==> src/rtl/pport_rx_pkg.sv <==
package pport_rx_pkg;
  localparam int unsigned BYTE_W = 8;
  localparam int unsigned CMD_W  = 2;
  localparam int unsigned REG_AW = 2;

  localparam logic [REG_AW-1:0] ADDR_DATA = 2'd0;
  localparam logic [REG_AW-1:0] ADDR_STAT = 2'd1;
  localparam logic [REG_AW-1:0] ADDR_CTRL = 2'd2;

  // status bit positions
  localparam int unsigned ST_RX   = 0;
  localparam int unsigned ST_OVR  = 1;
  localparam int unsigned ST_BUSY = 2;
  // control bit positions
  localparam int unsigned CT_EDGE = 0;
  localparam int unsigned CT_SWB  = 1;
endpackage

==> src/rtl/pport_strb_sync.sv <==
module pport_strb_sync #(
  parameter int unsigned STAGES = 2
) (
  input  logic clk,
  input  logic rst,
  input  logic strobe_n,
  output logic lead,
  output logic trail
);
  localparam int unsigned LAST = STAGES - 1;

  logic [STAGES-1:0] chain;
  logic              prev;

  genvar i;
  generate
    for (i = 0; i < STAGES; i++) begin : g_stage
      if (i == 0) begin : g_first
        always_ff @(posedge clk) begin
          if (rst) chain[0] <= 1'b1;
          else     chain[0] <= strobe_n;
        end
      end else begin : g_next
        always_ff @(posedge clk) begin
          if (rst) chain[i] <= 1'b1;
          else     chain[i] <= chain[i-1];
        end
      end
    end
  endgenerate

  always_ff @(posedge clk) begin
    if (rst) prev <= 1'b1;
    else     prev <= chain[LAST];
  end

  // strobe is active low: leading edge is high-to-low
  assign lead  = prev & ~chain[LAST];
  assign trail = ~prev & chain[LAST];
endmodule

==> src/rtl/pport_rx_core.sv <==
module pport_rx_core #(
  parameter int unsigned DATA_W = 8
) (
  input  logic              clk,
  input  logic              rst,
  input  logic              init_n,
  input  logic              lead,
  input  logic              trail,
  input  logic              edge_sel,
  input  logic [DATA_W-1:0] pdata,
  input  logic              clr_rx,
  input  logic              clr_ovr,
  output logic [DATA_W-1:0] data_q,
  output logic              hw_busy,
  output logic              ovr
);
  logic set_ev;
  logic ovr_ev;

  assign set_ev = edge_sel ? trail : lead;
  assign ovr_ev = lead & hw_busy;

  always_ff @(posedge clk) begin
    if (rst)                 data_q <= '0;
    else if (init_n && lead) data_q <= pdata;
  end

  // set dominates clear
  always_ff @(posedge clk) begin
    if (rst || !init_n) hw_busy <= 1'b0;
    else if (set_ev)    hw_busy <= 1'b1;
    else if (clr_rx)    hw_busy <= 1'b0;
  end

  always_ff @(posedge clk) begin
    if (rst || !init_n) ovr <= 1'b0;
    else if (ovr_ev)    ovr <= 1'b1;
    else if (clr_ovr)   ovr <= 1'b0;
  end
endmodule

==> src/rtl/pport_csr.sv <==
module pport_csr
  import pport_rx_pkg::*;
#(
  parameter int unsigned DATA_W = BYTE_W
) (
  input  logic              clk,
  input  logic              rst,
  input  logic              init_n,
  input  logic              cpu_sel,
  input  logic              cpu_wr,
  input  logic [REG_AW-1:0] cpu_addr,
  input  logic [CMD_W-1:0]  cpu_wdata,
  input  logic [DATA_W-1:0] data_q,
  input  logic              hw_busy,
  input  logic              ovr,
  input  logic              busy_q,
  output logic              edge_sel,
  output logic              sw_busy,
  output logic              clr_rx,
  output logic              clr_ovr,
  output logic [DATA_W-1:0] cpu_rdata
);
  logic              wr_stat;
  logic              wr_ctrl;
  logic              rd_en;
  logic [DATA_W-1:0] rd_mux;

  assign wr_stat = cpu_sel & cpu_wr & (cpu_addr == ADDR_STAT);
  assign wr_ctrl = cpu_sel & cpu_wr & (cpu_addr == ADDR_CTRL);
  assign rd_en   = cpu_sel & ~cpu_wr;

  assign clr_rx  = wr_stat & cpu_wdata[ST_RX];
  assign clr_ovr = wr_stat & cpu_wdata[ST_OVR];

  always_ff @(posedge clk) begin
    if (rst)          edge_sel <= 1'b0;
    else if (wr_ctrl) edge_sel <= cpu_wdata[CT_EDGE];
  end

  always_ff @(posedge clk) begin
    if (rst || !init_n) sw_busy <= 1'b1;
    else if (wr_ctrl)   sw_busy <= cpu_wdata[CT_SWB];
  end

  always_comb begin
    rd_mux = '0;
    case (cpu_addr)
      ADDR_DATA: rd_mux = data_q;
      ADDR_STAT: begin
        rd_mux[ST_RX]   = hw_busy;
        rd_mux[ST_OVR]  = ovr;
        rd_mux[ST_BUSY] = busy_q;
      end
      ADDR_CTRL: begin
        rd_mux[CT_EDGE] = edge_sel;
        rd_mux[CT_SWB]  = sw_busy;
      end
      default: rd_mux = '0;
    endcase
  end

  always_ff @(posedge clk) begin
    if (rst)        cpu_rdata <= '0;
    else if (rd_en) cpu_rdata <= rd_mux;
  end
endmodule

==> src/rtl/pport_rx_hshk.sv <==
module pport_rx_hshk
  import pport_rx_pkg::*;
#(
  parameter int unsigned DATA_W      = BYTE_W,
  parameter int unsigned SYNC_STAGES = 2
) (
  input  logic              clk,
  input  logic              rst,
  input  logic              init_n,
  input  logic              strobe_n,
  input  logic [DATA_W-1:0] pdata,
  output logic              busy,
  input  logic              cpu_sel,
  input  logic              cpu_wr,
  input  logic [REG_AW-1:0] cpu_addr,
  input  logic [CMD_W-1:0]  cpu_wdata,
  output logic [DATA_W-1:0] cpu_rdata
);
  logic              lead_w;
  logic              trail_w;
  logic              edge_sel;
  logic              sw_busy;
  logic              clr_rx;
  logic              clr_ovr;
  logic              hw_busy;
  logic              ovr;
  logic [DATA_W-1:0] data_q;
  logic              busy_q;

  pport_strb_sync #(.STAGES(SYNC_STAGES)) u_sync (
    .clk      (clk),
    .rst      (rst),
    .strobe_n (strobe_n),
    .lead     (lead_w),
    .trail    (trail_w)
  );

  pport_rx_core #(.DATA_W(DATA_W)) u_core (
    .clk      (clk),
    .rst      (rst),
    .init_n   (init_n),
    .lead     (lead_w),
    .trail    (trail_w),
    .edge_sel (edge_sel),
    .pdata    (pdata),
    .clr_rx   (clr_rx),
    .clr_ovr  (clr_ovr),
    .data_q   (data_q),
    .hw_busy  (hw_busy),
    .ovr      (ovr)
  );

  pport_csr #(.DATA_W(DATA_W)) u_csr (
    .clk       (clk),
    .rst       (rst),
    .init_n    (init_n),
    .cpu_sel   (cpu_sel),
    .cpu_wr    (cpu_wr),
    .cpu_addr  (cpu_addr),
    .cpu_wdata (cpu_wdata),
    .data_q    (data_q),
    .hw_busy   (hw_busy),
    .ovr       (ovr),
    .busy_q    (busy_q),
    .edge_sel  (edge_sel),
    .sw_busy   (sw_busy),
    .clr_rx    (clr_rx),
    .clr_ovr   (clr_ovr),
    .cpu_rdata (cpu_rdata)
  );

  // merged host BUSY, registered
  always_ff @(posedge clk) begin
    if (rst || !init_n) busy_q <= 1'b1;
    else                busy_q <= hw_busy | sw_busy;
  end

  assign busy = busy_q;
endmodule

==> config.mk <==
export PLATFORM = sky130hd
export DESIGN_NAME = pport_rx_hshk
export DESIGN_NICKNAME = d
export VERILOG_FILES = /design/src/rtl/pport_rx_pkg.sv /design/src/rtl/pport_strb_sync.sv /design/src/rtl/pport_rx_core.sv /design/src/rtl/pport_csr.sv /design/src/rtl/pport_rx_hshk.sv
export SDC_FILE = /design/constraint.sdc
export NUM_CORES = 1
export LEC_CHECK = 0
export ABC_CLOCK_PERIOD_IN_PS = 1500
export CORE_AREA = 5 5 47 49
export CTS_CLUSTER_SIZE = 20
export DETAILED_ROUTE_END_ITERATION = 10
export DIE_AREA = 0 0 52 54
export DONT_BUFFER_PORTS = 1
export PLACE_DENSITY_LB_ADDON = 0.25
export SLEW_MARGIN = 20
export SYNTH_ARGS = -nofsm -noshare
export SYNTH_HDL_FRONTEND = slang
export SYNTH_SLANG_ARGS = --single-unit
==> constraint.sdc <==
create_clock -name clk -period 1.5 [get_ports clk]
set_clock_uncertainty 0.1 [all_clocks]
set_input_delay 0 -clock clk [delete_from_list [all_inputs] [get_ports clk]]
set_output_delay 0 -clock clk [all_outputs]
set_load 0.1 [all_outputs]
# Yosys cells after proc, flatten, opt, wreduce, memory -nomap -nowiden
# Index checks and enable logic that the tools add are counted.
op_classes:
  bitwise_logic: 13
  eq_ne: 2
  mux: 8
  reduce_logical: 6
op_table:
  columns: ["cell", "n"]
  rows:
  - ["$and 1x1->1", 9]
  - ["$pmux 2 s3", 1]
  - ["$mux 1", 5]
  - ["$mux 5", 1]
  - ["$reduce_bool 2->1", 2]
  - ["$not 1->1", 3]
  - ["$eq 2x1->1 const B", 1]
  - ["$eq 2x2->1 const B", 1]
  - ["$logic_not 2->1", 1]
  - ["$pmux 1 s2", 1]
  - ["$logic_and 1x1->1", 1]
  - ["$logic_not 1->1", 1]
  - ["$logic_or 1x1->1", 1]
  - ["$or 1x1->1", 1]
word_totals:
  in_bits: 18
  out_inout_bits: 9
  ff_bits: 24

# Logic depth before layout (Yosys ltp)
# Gate-level depths: netlist of run 1.
depth:
  word_depth: 5
  ltp_mapped: 4
  mapped_depth_nobuf: 3

# Hierarchy
# A second synthesis of run 1 with hierarchy kept.
hier_totals:
  cells_unflattened: 104
  area_unflattened_um2: 1054.8
by_module_without_submodules:
  columns: ["module", "cells_each", "instances", "seq_area_each_um2", "area_per_inst_um2"]
  rows:
  - ["pport_csr", 48, 1, 200.2, 476.7]
  - ["pport_rx_core", 46, 1, 200.2, 455.4]
  - ["pport_strb_sync", 8, 1, 60.1, 92.6]
  - ["pport_rx_hshk", 2, 1, 20.0, 30.0]

# Least setup slack after synthesis of run 1
# OpenSTA, ideal clock, no wires.
synth_timing:
  path_type: "reg-to-reg"
  start: "register busy_q, in the netlist busy"
  end: "register u_csr.cpu_rdata[2]"
  slack_ns: -0.181
  arrival_time_ns: 1.511
  stages_incl_launch_ff: 4
  n_path_buf: 0
  required_ns: 1.330
  synth_period_minus_slack_ns: 1.681
  cell_sequence: "dfxtp_1 -> mux2i_1 -> or3_1 -> a21oi_1"
synth_between:
  elab_chain_len: 1
synth_rtl:
  columns: ["element", "line_no", "source"]
  rows:
  - ["start, declared", "pport_rx_hshk.sv:28", "logic busy_q;"]
  - ["start signal, assigned", "pport_rx_hshk.sv:75", "else busy_q <= hw_busy | sw_busy;"]
  - ["$pmux 1 s2", "pport_csr.sv:47", "case (cpu_addr)"]
  - ["end signal, assigned", "pport_csr.sv:64", "else if (rd_en) cpu_rdata <= rd_mux;"]
  - ["end, declared", "pport_csr.sv:21", "output logic [DATA_W-1:0] cpu_rdata"]
# No other way between the ends.
# A chain may end at the register's enable or synchronous reset.

# Worst setup path in the final report of run 1
layout_timing:
  start: "register u_sync.chain[1]"
  end: "register u_core.data_q[7]"
layout_between:
  elab_chain_len: 3
layout_rtl:
  columns: ["element", "line_no", "source"]
  rows:
  - ["start, declared", "pport_strb_sync.sv:12", "logic [STAGES-1:0] chain;"]
  - ["start signal, assigned by index", "pport_strb_sync.sv:26", "else chain[i] <= chain[i-1];"]
  - ["$not 1->1", "pport_strb_sync.sv:38", "assign lead = prev & ~chain[LAST];"]
  - ["$and 1x1->1", "pport_strb_sync.sv:38", null]
  - ["$logic_and 1x1->1", "pport_rx_core.sv:25", "else if (init_n && lead) data_q <= pdata;"]
  - ["end signal, assigned", "pport_rx_core.sv:25", null]
  - ["end, declared", "pport_rx_core.sv:13", "output logic [DATA_W-1:0] data_q,"]
# No other way between the ends.

==> impl_metrics.py, run 1 <==
metrics = {
    "floorplanning": {
        "ioPinCount": 27,
        "initial_core_util_pct": 52.5,
        "fp-row-count": 16,
        "die_h_um": 54,
        "die_w_um": 52,
        "dieArea_sq_mm": 0.00281,
        "core_sq_mm": 0.00182,
    },
    "sta": {
        "max_freq_ghz": 0.715,
        "rsz0062_at_grt": "no",
        "finalHoldViolCount": 0,
        "drv_slew": 0,
        "timing.slew.headroom_pct": 52.9,
        "min_period_ns": 1.40,
        "setup_viol": 0,
        "finalCritPeriodShare_pct": 93.2,
        "fin_tns_setup_ns": 0,
        "tightest_slew_ns": 0.705,
    },
    "setup_path": {
        "required_ns": 1.59,
        "path_class": "flip-flop to flip-flop",
        "crit_chain": "nand3b_1, mux2i_1, nor2_1",
        "cp_max_fo": 8,
        "critPathLaunchType": "flip-flop",
        "cp-end-kind": "flip-flop",
        "slowest_stage": "nand3b_1",
        "max_stage_delay_ns": 0.45,
        "crit_arrival_ns": 1.49,
    },
    "routing": {
        "drcViolationCount": 0,
        "wl_per_cell_um": 14.1,
        "num_vias": 748,
        "first_pass_iters": 4,
        "viasPerCell": 5.19,
        "drt-initial-drc-count": 30,
        "drt-total-wl_mm": 2.03,
        "ant_nets": 0,
    },
    "yosys": {
        "syn_nets": 110,
        "async_reset_ff_share_pct": 0,
        "ys_seq_area_share_pct": 50.2,
        "synth_edf_count": 0,
        "synth_most_common_cell": "dfxtp_1",
        "synth_area_leaders": "dfxtp_1, mux2i_1, nor2_1",
        "synth_cell_types": 26,
        "synth_top_area_share_pct": 50.2,
        "yosys_warnings": 0,
        "netlist.top_cell.by_area": "dfxtp_1",
        "synth-seq-cells": 24,
        "synthTopCellsByCount": "dfxtp_1, nor2_1, mux2i_1",
        "avgSynthCellArea_sq_um": 10.4,
        "syn_inst": 92,
        "synth_ff_type": "dfxtp_1",
        "syn-cell-area_sq_um": 957,
    },
    "status": {
        "status": "completed",
    },
    "cells_and_area": {
        "fillers": 144,
        "diodes": 0,
        "drive_gt1_share_pct": 17.9,
        "nets": 136,
        "area_growth_pct": 30.6,
    },
    "place": {
        "gp_congestion": 0.718,
        "dp_hpwl_mm": 1.34,
        "io_buffers": 0,
    },
    "global_route": {
        "met1_usage_pct": 19.8,
        "track_usage_pct": 16.3,
        "top_usage_layer": "met2",
        "grt_util_met3_pct": 3.32,
        "antenna_found_initial": 0,
        "grt_pass1_vias": 747,
        "grt_pass1_wl_mm": 3.31,
        "grt_max_degree": 21,
        "grt_use_met2_pct": 28.7,
        "overflow": 0,
    },
    "clock_network": {
        "clk_latency_ns": 0.31,
        "cts_buffer_depth": 2,
        "cts-buffers-inserted": 3,
        "cts_sinks": 24,
        "cts_tree": "done",
        "path_clk_slew_ns": 0.13,
        "cts_max_level": 1,
        "post_cts.repair.setup_buffers": 0,
        "root_buffer": "clkbuf_4",
    },
    "power": {
        "p_total_uw": 1250,
        "peakVddDrop_mv": 0.770,
        "p_per_area_mw_per_mm2": 1000,
        "total_leakage_power_uw": 0.000557,
    },
    "run": {
        "drv_cap": 0,
    },
    "min_path": {
        "hp-class": "primary input to flip-flop",
    },
}
-- registers in the layout, summed over array words and instances (netlist names) --
signal,flops
busy,1
u_sync.prev,1
u_sync.chain,2
u_core.data_q,8
u_core.ovr,1
u_core.hw_busy,1
u_csr.cpu_rdata,8
u_csr.edge_sel,1
u_csr.sw_busy,1
-- critical path: cells and delay by family, from the launching register on --
| family | cells | cell delay [ns] |
|---|---|---|
| multiplexers | 1 | 0.33 |
| flip-flops | 1 | 0.36 |
| AND/OR/NAND/NOR | 2 | 0.51 |
-- cell usage in the layout, fill, tap and decap left out, drive strengths merged, types with 3 or more instances in the layout --
cell | Yosys | routed
nor2 | 15 | 15
nand3b | 3 | 3
or2 | 3 | 3
a22oi | 5 | 5
clkbuf | 2 | 3
dfxtp | 24 | 24
nand2 | 3 | 3
mux2i | 12 | 12
buf | 3 | 9
dlygate4sd3 | 0 | 17
-- where the power goes --
group | leakage [uW] | internal [uW] | total [uW] | switching, uW
combinational | 0.000335 | 62.6 | 144 | 81.7
clock | 0.0000279 | 270 | 451 | 181
sequential | 0.000194 | 651 | 659 | 8.02
-- cells by family (layout without fill, tap and decap cells) --
| family | count (synthesis) | count (layout) | share of synthesized area, % |
|---|---|---|---|
| AOI/OAI and AO/OA | 16 | 16 | 12.2 |
| and+or+nand+nor | 33 | 33 | 20.9 |
| buffers and inverters | 7 | 32 | 4.18 |
| muxes | 12 | 12 | 12.5 |
| DFF | 24 | 24 | 50.2 |
-- area by class of cell --
type                       instances  area, sq um  area share [%]
sequential                        24          482            38.5
multi-input combinational         61          437            34.9
timing repair buffer              26          238            19.0
tap                               27         33.8            2.70
clock inverter                     1         30.0            2.40
clock buffer                       3         22.5            1.80
inverter                           2         7.51           0.601
-- per-layer routing --
| metal | vias to the layer above | wire length, um |
|---|---|---|
| li1 | 373 | - |
| met1 | 357 | 892 |
| met2 | 16 | 1050 |
| met3 | 2 | 80 |
| met4 | 0 | 8 |
| met5 | - | 0 |
-- path summary, 6_finish.rpt --
check / cells after the start / slack [ns] / start / endpoint
setup / recovery: 3 / 0.10 / u_sync.chain[1]$_SDFF_PP1_ / u_core.data_q[7]$_SDFFE_PP0P_
hold reg to reg: 1 / 0.33 / u_sync.chain[0]$_SDFF_PP1_ / u_sync.chain[1]$_SDFF_PP1_
setup reg to reg: 3 / 0.10 / u_sync.chain[1]$_SDFF_PP1_ / u_core.data_q[7]$_SDFFE_PP0P_
hold / removal: 3 / 0.009 / cpu_addr[1] / u_csr.cpu_rdata[0]$_SDFFE_PP0P_
-- per-stage QoR --
| step | setup WS (ns) | std cells | cell area, sq um | hold slack, ns | utilization (%) |
|---|---|---|---|---|---|
| 6_report | 0.102 | 144 | 1250 | 0.00947 | 68.6 |
| 5_1_grt | 0.0187 | 144 | 1250 | 0.0386 | 68.6 |
| 4_1_cts | 0.124 | 144 | 1250 | 0.00813 | 68.6 |
| 3_5_place_dp | 0.172 | 123 | 1030 | -0.0247 | 56.4 |
| 3_3_place_gp | 0.210 | 123 | 1030 | -0.0259 | 56.4 |
| 2_1_floorplan | 0.103 | 92 | 958 | 0.00381 | - |
-- timing repair --
| item | CTS | global route |
|---|---|---|
| endpoints found under the hold margin | 24 | 0 |
| hold buffers | 17 | 0 |
| gates resized for setup | 0 | 0 |
| setup endpoints to repair | 0 | 0 |
(Power assumes the default switching activity.)
==> run 2: changes to the inputs <==
--- a/config.mk
+++ b/config.mk
@@ -5,6 +5,7 @@
 export SDC_FILE = /design/constraint.sdc
 export NUM_CORES = 1
 export LEC_CHECK = 0
+export ABC_AREA = 1
 export ABC_CLOCK_PERIOD_IN_PS = 1500
 export CORE_AREA = 5 5 47 49
 export CTS_CLUSTER_SIZE = 20
==> run 2 against run 1 <==
The run now ends with hold timing left. Combinational power grew 7%. Clock power grew 4.7%. Cell count grew 38%. Global-route usage grew 5.3 points. Flip-flop and latch count is the same. Wire length grew 41%. Critical endpoint is now u_csr.cpu_rdata[0]$_SDFFE_PP0P_. Largest cell class unchanged.
==> impl_metrics.py, run 2 <==
metrics = {
    "yosys": {
        "synth_top_family_by_area": "simple AND/OR/NAND/NOR gates",
        "synth-compound-area-share_pct": 15.7,
        "syn_nets": 143,
        "synth_edf_count": 0,
        "synth_cell_types": 18,
        "synth_top_area_share_pct": 49.7,
        "async_reset_ff_share_pct": 0,
        "synth.mux.area_fraction_pct": 0,
        "synth_ff_type": "dfxtp_1",
        "synthXorXnorAreaFrac_pct": 0,
        "synth_area_leaders": "dfxtp_1, nand2_1, a21oi_1",
        "netlist.top_cell.by_area": "dfxtp_1",
        "synth-simple-area-share_pct": 26.6,
        "syn_inst": 125,
        "syn-cell-area_sq_um": 966,
        "synthTopCellsByCount": "nand2_1, dfxtp_1, a21oi_1",
        "avgSynthCellArea_sq_um": 7.73,
        "yosys_warnings": 0,
        "ys_seq_area_share_pct": 49.7,
        "synthAdderAreaFrac_pct": 0,
        "synth-seq-cells": 24,
        "synth_most_common_cell": "nand2_1",
    },
    "sta": {
        "tightest_slew_ns": 0.449,
        "max_freq_ghz": 0.687,
        "setup_viol": 0,
        "min_period_ns": 1.46,
        "finalCritPeriodShare_pct": 97.1,
        "timing.slew.headroom_pct": 70.0,
        "holdWs_ns": -0.00744,
        "fin_tns_setup_ns": 0,
        "setup_slack_ns": 0.0436,
        "drv_slew": 0,
        "finalHoldViolCount": 1,
    },
    "routing": {
        "viasPerCell": 5.12,
        "drcViolationCount": 0,
        "first_pass_iters": 4,
        "wl_per_cell_um": 14.4,
        "drt-total-wl_mm": 2.86,
        "drt-initial-drc-count": 22,
        "ant_nets": 0,
        "num_vias": 1013,
    },
    "setup_path": {
        "r2r_end": "u_csr.cpu_rdata[0]$_SDFFE_PP0P_",
        "cp-end-kind": "flip-flop",
        "reg2reg_depth": 5,
        "crit_arrival_ns": 1.61,
        "path_class": "flip-flop to flip-flop",
        "crit_path_end": "u_csr.cpu_rdata[0]$_SDFFE_PP0P_",
        "critPathLaunchType": "flip-flop",
        "r2r-start": "u_core.hw_busy$_SDFFE_PP0P_",
        "cp_max_fo": 4,
        "critPathLaunch": "u_core.hw_busy$_SDFFE_PP0P_",
        "required_ns": 1.66,
        "r2r_slack_ns": 0.04,
    },
    "clock_network": {
        "cts_tree": "done",
        "cts_sinks": 24,
        "root_buffer": "clkbuf_4",
        "cts_max_level": 1,
        "cts_buffer_depth": 2,
        "clk_latency_ns": 0.31,
        "cts-buffers-inserted": 3,
        "path_clk_slew_ns": 0.13,
    },
    "power": {
        "peakVddDrop_mv": 0.600,
        "total_leakage_power_uw": 0.000611,
        "p_per_area_mw_per_mm2": 868,
    },
    "global_route": {
        "top_usage_layer": "met2",
        "track_usage_pct": 21.6,
        "met1_usage_pct": 23.5,
        "overflow": 0,
        "grt_util_met3_pct": 4.16,
        "grt_pass1_vias": 976,
        "antenna_found_initial": 0,
        "grt_pass1_wl_mm": 4.35,
        "grt_use_met2_pct": 40.0,
        "grt_max_degree": 17,
    },
    "place": {
        "place_inst": 158,
        "gp_congestion": 0.744,
        "io_buffers": 0,
        "dp_hpwl_mm": 1.43,
        "dp_slack_ns": 0.363,
    },
    "cells_and_area": {
        "area_growth_pct": 53.8,
        "reg.largest.list": "u_core.data_q x8, u_csr.cpu_rdata x8, u_sync.chain x2",
        "final_common_cell": "dlygate4sd3_1",
        "final_cell_mix": "dlygate4sd3_1, nand2_1, dfxtp_1",
        "fin_cells": 198,
        "diodes": 0,
        "drive_gt1_share_pct": 18.1,
        "nets": 190,
    },
    "floorplanning": {
        "die_w_um": 52,
        "core_sq_mm": 0.00182,
        "fp-row-count": 16,
        "die_h_um": 54,
        "initial_core_util_pct": 53.0,
        "dieArea_sq_mm": 0.00281,
        "ioPinCount": 27,
    },
    "status": {
        "violations": "hold timing",
        "status": "complete, but fails checks",
    },
    "run": {
        "drv_cap": 0,
    },
    "min_path": {
        "hp-class": "primary input to flip-flop",
    },
}
[run 2: changes by cell type in the layout (fill, tap and decap cells not counted), moves of 5 or more]
cell	delta
a21oi_1	+14
a22oi_1	-5
dlygate4sd3_1	+16
inv_1	+12
mux2i_1	-12
nand2_1	+27
nand3_1	+8
nor2_1	-9
o21ai_1	+7
[run 2: worst min path at each step]
stage                   from  cells past startpoint  slack, ns                         endpoint
finish                cpu_wr                      5     -0.007      u_csr.edge_sel$_SDFFE_PP0P_
global route          cpu_wr                      5       0.03      u_csr.edge_sel$_SDFFE_PP0P_
global placement         rst                      1      -0.04  u_csr.cpu_rdata[0]$_SDFFE_PP0P_
CTS                   cpu_wr                      5      -0.06  u_csr.cpu_rdata[6]$_SDFFE_PP0P_
floorplan           strobe_n                      1     -0.003       u_sync.chain[0]$_SDFF_PP1_
detailed placement       rst                      1      -0.03  u_csr.cpu_rdata[0]$_SDFFE_PP0P_
[run 2: kinds of logic (layout without fill, tap and decap cells)]
group	count (synthesis)	after routing
AND/OR/NAND/NOR	53	53
AO/OA/AOI/OAI	28	28
buffers and inverters	20	66
flip-flops	24	24
[run 2: metrics by stage]
stage	hold WS, ns	util (%)	total power, uW	area (sq um)
floorplan	-0.00286	-	749	966
global placement	-0.0354	57.8	757	1050
detailed placement	-0.0347	57.8	760	1050
CTS	-0.0591	79.9	1280	1460
global route	0.0343	81.5	1330	1490
finish	-0.00744	81.5	1290	1490
[run 2: cell type report]
type                    count  area, sq um
inverters                  17         63.8
repair buffers             45          430
well taps                  27         33.8
flip-flops and latches     24          487
clock inverters             1         30.0
fillers                   117          337
clock buffers               3         22.5
multi-input cells          81          418
[run 2: layer usage]
metal | wire (um) | vias to the layer above
li1 | - | 494
met1 | 1100 | 465
met2 | 1520 | 44
met3 | 184 | 10
met4 | 63 | 0
met5 | 0 | -
[run 2: worst max-delay path, cell delays in order (launching register included)]
cell and delay [ns]:
dfxtp_2 0.38, nand3_1 0.08, dlygate4sd3_1 0.59, nand3_2 0.09
nand2_1 0.06, a21oi_2 0.10
[run 2: report_power, final]
group / internal [uW] / switching [uW]
Clock: 270 / 202
Sequential: 653 / 10.0
Combinational: 69.5 / 84.9
[run 2: repair_timing]
action	CTS	global route
endpoints found under the setup margin	0	7
hold buffers	35	1
hold endpoints to repair	24	2
gates resized for setup	0	9
buffers inserted	0	1
